<file path="config.mk">
export PLATFORM = sky130hd
export DESIGN_NAME = nikhilam_div
export DESIGN_NICKNAME = d
export VERILOG_FILES = /design/src/rtl/nikhilam_div.sv
export SDC_FILE = /design/constraint.sdc
export NUM_CORES = 1
export LEC_CHECK = 0
export BUFFER_PORTS_ARGS = -buffer_cell sky130_fd_sc_hd__buf_4
export CAP_MARGIN = 20
export CORE_MARGIN = 5
export CORE_UTILIZATION = 46
export CTS_BUF_LIST = sky130_fd_sc_hd__clkbuf_8
export DETAILED_ROUTE_END_ITERATION = 7
export GPL_TIMING_DRIVEN = 0
export PLACE_DENSITY = 0.67
export REMOVE_ABC_BUFFERS = 1
export SYNTH_ARGS = -nofsm -noshare
export SYNTH_HDL_FRONTEND = slang
export SYNTH_SLANG_ARGS = --single-unit
</file>
<file path="constraint.sdc">
create_clock -name clk -period 11.2 [get_ports clk]
set_clock_uncertainty 0.2 [all_clocks]
set_input_delay 0.56 -clock clk [delete_from_list [all_inputs] [get_ports clk]]
set_output_delay 0.56 -clock clk [all_outputs]
set_load 0.01 [all_outputs]
</file>
<file path="src/rtl/nikhilam_div.sv">
module nikhilam_div #(
  parameter int DW = 8,
  parameter int VW = 4
) (
  input  logic          clk,
  input  logic          rst_n,
  input  logic          start,
  input  logic [DW-1:0] dividend,
  input  logic [VW-1:0] divisor,
  output logic [DW-1:0] quotient,
  output logic [DW-1:0] remainder,
  output logic          done,
  output logic          div_zero
);
  localparam int HW = DW - VW;

  logic          busy;
  logic [DW-1:0] rem_q;
  logic [DW-1:0] quo_q;
  logic [VW-1:0] dvs_q;

  logic [HW-1:0] hi;
  logic [VW-1:0] lo;
  logic [VW-1:0] comp;
  logic [DW-1:0] pass_rem;
  logic          has_hi;
  logic          not_below;

  assign hi        = rem_q[DW-1:VW];
  assign lo        = rem_q[VW-1:0];
  assign comp      = VW'(0) - dvs_q;
  assign pass_rem  = DW'(hi) * DW'(comp) + DW'(lo);
  assign has_hi    = |hi;
  assign not_below = rem_q >= DW'(dvs_q);

  always_ff @(posedge clk or negedge rst_n) begin
    if (!rst_n) begin
      busy     <= 1'b0;
      rem_q    <= '0;
      quo_q    <= '0;
      dvs_q    <= '0;
      done     <= 1'b0;
      div_zero <= 1'b0;
    end else begin
      done <= 1'b0;
      if (!busy) begin
        if (start) begin
          rem_q <= dividend;
          quo_q <= '0;
          dvs_q <= divisor;
          if (divisor == '0) begin
            div_zero <= 1'b1;
            done     <= 1'b1;
          end else begin
            div_zero <= 1'b0;
            busy     <= 1'b1;
          end
        end
      end else if (has_hi) begin
        rem_q <= pass_rem;
        quo_q <= quo_q + DW'(hi);
      end else if (not_below) begin
        rem_q <= rem_q - DW'(dvs_q);
        quo_q <= quo_q + 1'b1;
      end else begin
        busy <= 1'b0;
        done <= 1'b1;
      end
    end
  end

  assign quotient  = quo_q;
  assign remainder = rem_q;
endmodule

</file>
==> impl_metrics.py, run 1 <==
metrics = {
    "cts": {
        "clk_latency_ns": 0.26,
        "clockRootBuffer": "clkbuf_8",
        "clkTransAtPathRegs_ns": 0.08,
        "htree_num_levels": 1,
        "cts_buffers": 3,
        "postCtsSetupRepairBufs": 0,
        "cts.sinks": 23,
        "clockBufferDepth": 2,
        "cts_tree": "yes",
    },
    "setup_path": {
        "cp.arrival_ns": 4.50,
        "path_depth": 14,
        "slowest_delay_ns": 0.53,
        "crit_type": "flip-flop to flip-flop",
        "cp_num_buf_inv": 2,
        "critPathMaxFanout": 7,
        "worstPathCellList": "inv_1, ha_1, xnor2_1, nand2_1, fa_1, fa_1, fa_1, inv_1, ha_1, a211oi_1, o21bai_1, mux2i_1, o2111a_1, o21ai_0",
        "cpMostUsedCell": "fa_1",
        "start_kind": "flip-flop",
        "r2r_cells": 14,
        "crit_path_end_kind": "flip-flop",
        "cp_slowest_cell": "fa_1",
        "path_delay_family": "adder cells",
        "worstPathRequired_ns": 11.19,
    },
    "die": {
        "start_util_pct": 48.3,
        "die-area_sq_um": 6130,
        "std_cell_rows": 24,
        "die_x_um": 78.3,
        "core_sq_um": 4440,
        "ioPinCount": 33,
        "die_h_um": 78.3,
    },
    "cells_and_area": {
        "seqCellArea_sq_um": 576,
        "nets": 324,
        "synthToLayoutAreaGrowth_pct": 14.6,
        "drive_gt1_share_pct": 15.7,
        "antenna_cells": 0,
        "fill_cells": 413,
        "multi_input_area_sq_um": 1420,
    },
    "timing": {
        "max_freq_ghz": 0.222,
        "slew_headroom_pct": 54.5,
        "fin_crit_sh_pct": 40.3,
        "worst_slew_pin_slew_ns": 0.676,
        "drv_slew": 0,
        "setup_viol": 0,
        "rsz0062_at_grt": "false",
        "hold_violations": 0,
        "min_period_ns": 4.51,
        "setup_tns_ns": 0,
    },
    "detailed_routing": {
        "via_count": 1842,
        "postRouteAntennaNets": 0,
        "wl_per_cell_um": 15.4,
        "firstDrtPassIters": 4,
        "drtIter0Drc": 84,
        "drc_errors": 0,
        "vias_per_cell": 5.65,
        "wirelength_mm": 5.03,
    },
    "global_route": {
        "grt_max_degree": 24,
        "grt_pass1_vias": 1825,
        "grt_pass1_wl_mm": 8.81,
        "grt_overflow": 0,
        "grt_use_total_pct": 17.7,
        "antenna_found_initial": 0,
    },
    "min_path": {
        "hold_path_class": "flip-flop to flip-flop",
        "holdPathStages": 2,
    },
    "yosys": {
        "syn_inst": 245,
        "synth_edf_count": 0,
        "ys.flop_type": "dfrtp_1",
        "synth_cell_types": 41,
        "async_reset_ff_share_pct": 100,
        "synthesis.area_sq_um": 2150,
        "syn_avg_cell_area_sq_um": 8.76,
        "ys_seq_elements": 23,
        "yosysWarningCount": 0,
        "ys_seq_area_share_pct": 26.8,
    },
    "placement": {
        "io_buffers": 32,
        "gp_congestion": 0.851,
        "dp_hpwl_mm": 3.92,
    },
    "status": {
        "status": "completed",
    },
    "run": {
        "cap_violations": 0,
    },
}
==> worst min-delay path: cells and delay by family, from the launching register on <==
| family | cells | cell delay, ns |
|---|---|---|
| DFF | 1 | 0.36 |
| and+or+nand+nor | 2 | 0.10 |
==> per-stage QoR <==
| stage | instance area [sq um] | utilization [%] | cells | setup slack [ns] | hold WS [ns] |
|---|---|---|---|---|---|
| floorplan | 2090 | - | 235 | 7.25 | 0.0644 |
| global placement | 2390 | 53.9 | 319 | 6.82 | 0.271 |
| detailed placement | 2400 | 54.0 | 320 | 6.71 | 0.274 |
| CTS | 2450 | 55.2 | 325 | 6.66 | 0.296 |
| global route | 2460 | 55.4 | 326 | 6.39 | 0.318 |
| finish | 2460 | 55.4 | 326 | 6.69 | 0.290 |
==> path summary, 6_finish.rpt <==
kind	end	slack, ns	startpoint
min in group asynchronous	quotient[6]	0.53	rst_n
hold / removal	div_zero	0.29	div_zero
hold reg to reg	div_zero	0.29	div_zero
setup / recovery	remainder[7]	6.69	dvs_q[0]
max in group asynchronous	remainder[3]	10.02	rst_n
setup reg to reg	remainder[7]	6.69	dvs_q[0]
==> registers in the layout, summed over array words and instances (netlist names) <==
name,count
div_zero,1
done,1
quotient,8
remainder,8
dvs_q,4
busy,1
==> cells in the final DEF, fill, tap and decap left out, types with 2 or more instances in the layout <==
cell type	count
a211oi_1	6
a21o_1	7
a21oi_1	11
a31oi_1	2
and2_1	7
and2_2	2
buf_4	33
clkbuf_8	3
dfrtp_1	23
fa_1	9
ha_1	25
inv_1	25
mux2i_1	4
nand2_1	39
nand3_1	4
nor2_1	5
nor2b_1	8
nor3_1	2
nor3b_1	2
nor4_1	3
o2111a_1	2
o211a_1	2
o211ai_1	4
o21ai_0	16
o21bai_1	2
o22ai_1	2
o31ai_1	4
or4_1	2
xnor2_1	5
xor2_1	3
==> routing by layer <==
layer | GRT usage (%) | wire (um) | vias up
li1 | - | - | 913
met1 | 25.2 | 2360 | 883
met2 | 29.1 | 2380 | 41
met3 | 3.78 | 266 | 5
met4 | 1.40 | 27 | 0
met5 | 0 | 0 | -
==> logic make-up after synthesis <==
kind of cell | share of synthesized area [%]
AO/OA/AOI/OAI | 19.9
XOR/XNOR | 3.26
adder cells (fa/ha/maj) | 23.0
buffers and inverters | 6.94
flip-flops | 26.8
multiplexers | 1.86
AND/OR/NAND/NOR | 18.2
==> area by class of cell <==
class,count,share of cell area [%]
Multi-Input combinational cell,188,57.8
Sequential cell,23,23.4
Timing Repair Buffer,35,10.7
Inverter,24,3.66
Tap cell,52,2.64
Clock buffer,3,1.68
Clock inverter,1,0.153
==> cells in the mapped netlist (all sizes together) (6+ instances only) <==
library cell  count  share of area, %
dfrtp            23                27
nor2b             8               2.3
a21oi            12               3.0
ha               25                15
and2              9               2.7
a211oi            6               2.1
a21o              7               2.4
nand2            39               6.8
o21ai            17               4.1
clkbuf            7               1.2
fa                9               8.4
inv              24               4.2
==> what timing repair did <==
item	4_1_cts	5_1_grt
hold endpoints to repair	23	0
resized for setup	0	0
hold buffers	1	0
Power of run 1 is left out: the tool's default activity adds up to more than one toggle a clock period on the data nets, which glitch-free logic cannot reach.
==> inputs of run 2 (changes only) <==
Settings changed: ABC_AREA from default to 1, PLACE_DENSITY 0.67 to 0.66.
Clock period 11.2 ns to 4.4 ns, I/O delays scaled along.
==> impl_metrics.py, run 2 <==
metrics = {
    "setup_path": {
        "critPathMaxFanout": 4,
        "crit_path_end_kind": "flip-flop",
        "critPathLaunch": "dvs_q[1]",
        "timing.rr.end": "remainder[5]",
        "worstPathRequired_ns": 4.41,
        "rrSetupSlack_ns": 0.29,
        "start_kind": "flip-flop",
        "r2r_cells": 18,
        "r2r_start": "dvs_q[1]",
        "crit_type": "flip-flop to flip-flop",
        "cp.arrival_ns": 4.12,
    },
    "cells_and_area": {
        "synthToLayoutAreaGrowth_pct": 18.3,
        "nets": 414,
        "final_cell_mix": "110 x nand2_1, 56 x inv_1, 33 x buf_4",
        "seqCellArea_sq_um": 577,
        "multi_input_area_sq_um": 1440,
        "final_common_cell": "nand2_1",
        "layout.cells.non_filler": 431,
        "drive_gt1_share_pct": 14.6,
        "fill_cells": 481,
        "antenna_cells": 0,
    },
    "detailed_routing": {
        "drtIter0Drc": 76,
        "vias_per_cell": 4.79,
        "drc_errors": 0,
        "wl_per_cell_um": 12.3,
        "route.met2.wl_mm": 2.48,
        "wl_met1_mm": 2.58,
        "via_count": 2066,
        "firstDrtPassIters": 4,
        "postRouteAntennaNets": 0,
        "wl_met3_um": 127,
        "wirelength_mm": 5.30,
        "top_layer": "met4",
    },
    "yosys": {
        "synth_edf_count": 0,
        "synthTopCellsByCount": "110 x nand2_1, 56 x inv_1, 25 x ha_1, 23 x dfrtp_1, 20 x nor2_1",
        "synth.largest_area_cell": "dfrtp_1",
        "syn_avg_cell_area_sq_um": 6.99,
        "ys.flop_type": "dfrtp_1",
        "ys_seq_area_share_pct": 25.3,
        "yosysMostFrequentCell": "nand2_1",
        "synthesis.area_sq_um": 2280,
        "syn_inst": 326,
        "ys_seq_elements": 23,
        "async_reset_ff_share_pct": 100,
        "yosys-top-cells-area": "dfrtp_1 25%, nand2_1 18%, ha_1 14%",
        "synth_cell_types": 31,
        "yosysWarningCount": 0,
        "synth_top_area_share_pct": 25.3,
    },
    "timing": {
        "hold_violations": 0,
        "min_period_ns": 4.11,
        "worst_slew_pin_slew_ns": 0.524,
        "setup_viol": 0,
        "max_freq_ghz": 0.244,
        "drv_slew": 0,
        "rsz0062_at_grt": "false",
        "setup_tns_ns": 0,
        "slew_headroom_pct": 65.0,
        "fin_crit_sh_pct": 93.3,
    },
    "placement": {
        "dp_hpwl_mm": 4.23,
        "io_buffers": 32,
        "place_inst": 419,
        "gp_congestion": 0.907,
    },
    "run": {
        "cap_violations": 0,
    },
    "die": {
        "start_util_pct": 47.9,
        "die_x_um": 80.4,
        "die_h_um": 80.4,
        "die-area_sq_um": 6460,
        "std_cell_rows": 25,
        "core_sq_um": 4750,
        "ioPinCount": 33,
    },
    "cts": {
        "cts_tree": "yes",
        "clockRootBuffer": "clkbuf_8",
        "clkTransAtPathRegs_ns": 0.09,
        "htree_num_levels": 1,
        "cts_buffers": 3,
        "clockBufferDepth": 2,
        "cts.sinks": 23,
        "clk_latency_ns": 0.28,
    },
    "status": {
        "status": "completed",
    },
    "global_route": {
        "grt_max_degree": 24,
        "grt_pass1_wl_mm": 9.21,
        "grt_use_total_pct": 18.4,
        "grt_overflow": 0,
        "grt_pass1_vias": 1993,
        "antenna_found_initial": 0,
    },
    "min_path": {
        "hold_path_class": "input pin to flip-flop",
        "holdPathStages": 5,
        "hold_end": "remainder[1]",
        "min_from": "dividend[1]",
    },
}
run 2: changes by cell type after synthesis, sizes merged, moves of 5 or more:
cell / change
nor2b: -8
o21ai: +5
nand2: +76
nand3: +15
and2: -9
inv: +36
a211oi: -6
nor2: +17
a21o: -7
nand4: +5
run 2: layout make-up:
class                           instances  share of cell area, %
Timing Repair Buffer                   40                   11.8
Tap cell                               67                   3.11
Clock buffer                            3                   1.53
Clock inverter                          1                  0.279
Multi-Input combinational cell        237                   53.5
Sequential cell                        23                   21.4
Inverter                               60                   8.36
run 2: timing repair:
action | CTS | global route
resized for setup | 0 | 2
buffers inserted | 0 | 1
hold endpoints to repair | 29 | 0
hold buffers | 7 | 0
endpoints found under the setup margin | 0 | 5
run 2: kinds of logic after synthesis:
group | count (synthesis) | share of synthesized area [%]
fa+ha+maj | 34 | 21.6
flops | 23 | 25.3
compound gates | 31 | 7.53
simple gates | 167 | 32.2
buf+inv | 66 | 11.4
xor+xnor | 5 | 1.92
run 2: metal layers:
metal | GRT usage [%] | vias to the layer above
li1 | - | 1089
met1 | 25.0 | 930
met2 | 30.0 | 37
met3 | 3.03 | 10
met4 | 5.57 | 0
met5 | 0 | -
run 2: through the flow:
| step | util (%) | hold WS, ns | instance area (sq um) | worst slack, ns |
|---|---|---|---|---|
| after detailed placement | 54.0 | -0.0607 | 2570 | 0.160 |
| after floorplan | - | -0.276 | 2240 | 0.647 |
| final | 56.7 | 0.0778 | 2690 | 0.294 |
| after CTS | 56.5 | 0.0588 | 2690 | 0.108 |
| after global placement | 54.0 | -0.0640 | 2570 | 0.235 |
| after global routing | 56.7 | 0.0557 | 2690 | 0.0164 |
run 2: critical path, stage by stage (launching register included):
cell and delay [ns]:
dfrtp_1 0.38, inv_1 0.10, ha_1 0.22, or2_2 0.29
nand2_1 0.14, inv_1 0.08, nand2_1 0.08, fa_1 0.46
fa_1 0.51, fa_1 0.51, inv_1 0.04, ha_1 0.33
nand2_1 0.10, nor2_1 0.06, o21ai_0 0.15, nand2_1 0.06
o21ai_1 0.18, nand2_1 0.08, nand2_1 0.06
run 2: worst max-delay path by stage:
| stage | end | cells past startpoint |
|---|---|---|
| 6_report | remainder[5] | 18 |
| 4_1_cts | remainder[5] | 18 |
| 3_3_place_gp | remainder[5] | 18 |
| 2_1_floorplan | remainder[6] | 20 |
| 5_1_grt | remainder[5] | 18 |
| 3_5_place_dp | remainder[5] | 18 |
Power of run 2 is left out for the same reason.
==> inputs of run 3 (changes only) <==
Settings changed: BUFFER_PORTS_ARGS -buffer_cell sky130_fd_sc_hd__buf_4 to -buffer_cell sky130_fd_sc_hd__buf_2.
Clock period 4.4 ns to 4.6 ns, I/O delays scaled along.
==> impl_metrics.py, run 3 (synthesized netlist as in run 2, its figures left out) <==
metrics = {
    "placement": {
        "dpl-instance-area_sq_um": 2490,
        "io_buffers": 32,
        "dp_hpwl_mm": 4.16,
        "gp_congestion": 0.847,
    },
    "setup_path": {
        "cpMostUsedCell": "nand2_1",
        "crit_type": "flip-flop to flip-flop",
        "path_delay_family": "adder cells",
        "cp.arrival_ns": 4.22,
        "worstPathRequired_ns": 4.61,
        "critPathMaxFanout": 6,
        "start_kind": "flip-flop",
        "slowest_delay_ns": 0.51,
        "worstPathCellList": "inv_1, ha_1, or2_2, nand2_1, inv_1, nand2_1, fa_1, fa_1, fa_1, inv_1, ha_1, nand2_1, nor2_1, o21ai_0, nand2_1, o21ai_0, nand2_1, nand2_1",
        "cp_num_buf_inv": 3,
        "cp_slowest_cell": "fa_1",
        "crit_path_end_kind": "flip-flop",
    },
    "detailed_routing": {
        "firstDrtPassIters": 4,
        "via_count": 2051,
        "drc_errors": 0,
        "drtIter0Drc": 71,
        "postRouteAntennaNets": 0,
        "wl_per_cell_um": 12.1,
        "vias_per_cell": 4.77,
        "wirelength_mm": 5.18,
    },
    "die": {
        "die_x_um": 80.4,
        "core_sq_um": 4750,
        "std_cell_rows": 25,
        "start_util_pct": 47.9,
        "die_h_um": 80.4,
        "ioPinCount": 33,
        "die-area_sq_um": 6460,
    },
    "cts": {
        "htree_num_levels": 1,
        "cts_resized": 0,
        "cts_tree": "yes",
        "clockBufferDepth": 2,
        "clockRootBuffer": "clkbuf_8",
        "cts.sinks": 23,
        "cts_buffers": 3,
        "cts_hold_buf": 7,
        "clk_latency_ns": 0.27,
        "clkTransAtPathRegs_ns": 0.09,
        "postCtsSetupRepairBufs": 0,
    },
    "timing": {
        "fin_crit_sh_pct": 91.6,
        "worst_slew_pin_slew_ns": 0.539,
        "setup_tns_ns": 0,
        "timing.hold.ws_ns": 0.0993,
        "drv_slew": 0,
        "max_freq_ghz": 0.237,
        "hold_violations": 0,
        "min_period_ns": 4.21,
        "setup_viol": 0,
        "rsz0062_at_grt": "false",
        "slew_headroom_pct": 64.1,
    },
    "cells_and_area": {
        "final_common_cell": "nand2_1",
        "drive_gt1_share_pct": 14.0,
        "final_cell_mix": "110 x nand2_1, 56 x inv_1, 32 x buf_2",
        "design_area_sq_um": 2610,
        "antenna_cells": 0,
        "nets": 413,
        "synthToLayoutAreaGrowth_pct": 14.4,
    },
    "min_path": {
        "hold_path_class": "input pin to flip-flop",
    },
    "global_route": {
        "grt_pass1_wl_mm": 8.81,
        "grt_pass1_vias": 1979,
        "grt_use_total_pct": 17.4,
        "antenna_found_initial": 0,
        "grt_overflow": 0,
        "grt_max_degree": 24,
    },
    "status": {
        "status": "completed",
    },
    "run": {
        "cap_violations": 0,
    },
}
==> run 3: cell count changes in the layout (fill, tap and decap cells not counted), sizes merged <==
cell	delta
buf	-1
==> run 3: path summary, 6_finish.rpt <==
check                            start            to  slack [ns]  cells after the start
max                           dvs_q[0]  remainder[5]        0.39                     18
min                        dividend[5]  remainder[5]         0.1                      5
max reg2reg                   dvs_q[0]  remainder[5]        0.39                     18
min reg2reg                   div_zero      div_zero        0.29                      2
max in group asynchronous        rst_n  remainder[3]        3.57                      2
min in group asynchronous        rst_n   quotient[5]        0.27                      2
==> run 3: cell type report <==
type | count | area (sq um)
Inverter | 60 | 225
Sequential cell | 23 | 576
Multi-Input combinational cell | 237 | 1440
Timing Repair Buffer | 39 | 230
Clock buffer | 3 | 41.3
Fill cell | 500 | 2150
Clock inverter | 1 | 7.51
Tap cell | 67 | 83.8
==> run 3: through the flow <==
step           worst slack (ns)  instances  util (%)
6_report                  0.388        430      54.8
5_1_grt                   0.146        430      54.8
4_1_cts                   0.396        430      54.8
3_5_place_dp              0.435        419      52.3
3_3_place_gp              0.423        419      52.3
2_1_floorplan             0.847        320         -
==> run 3: worst register-to-register path, cell delays in order (launching register included) <==
cell and delay, ns:
dfrtp_1 0.46, inv_1 0.11, ha_1 0.20, or2_2 0.29, nand2_1 0.13, inv_1 0.07
nand2_1 0.08, fa_1 0.46, fa_1 0.51, fa_1 0.51, inv_1 0.04, ha_1 0.33
nand2_1 0.10, nor2_1 0.06, o21ai_0 0.15, nand2_1 0.06, o21ai_0 0.22, nand2_1 0.09
nand2_1 0.06
==> run 3: routing by layer <==
metal	track usage, %	share of wire, %	wire [um]	vias up
met3	2.69	2.5	132	6
li1	-	-	-	1088
met2	29.9	47	2450	29
met1	22.9	49	2530	928
met4	3.89	1.3	68	0
met5	0	0	0	-
Power of run 3 is left out for the same reason.
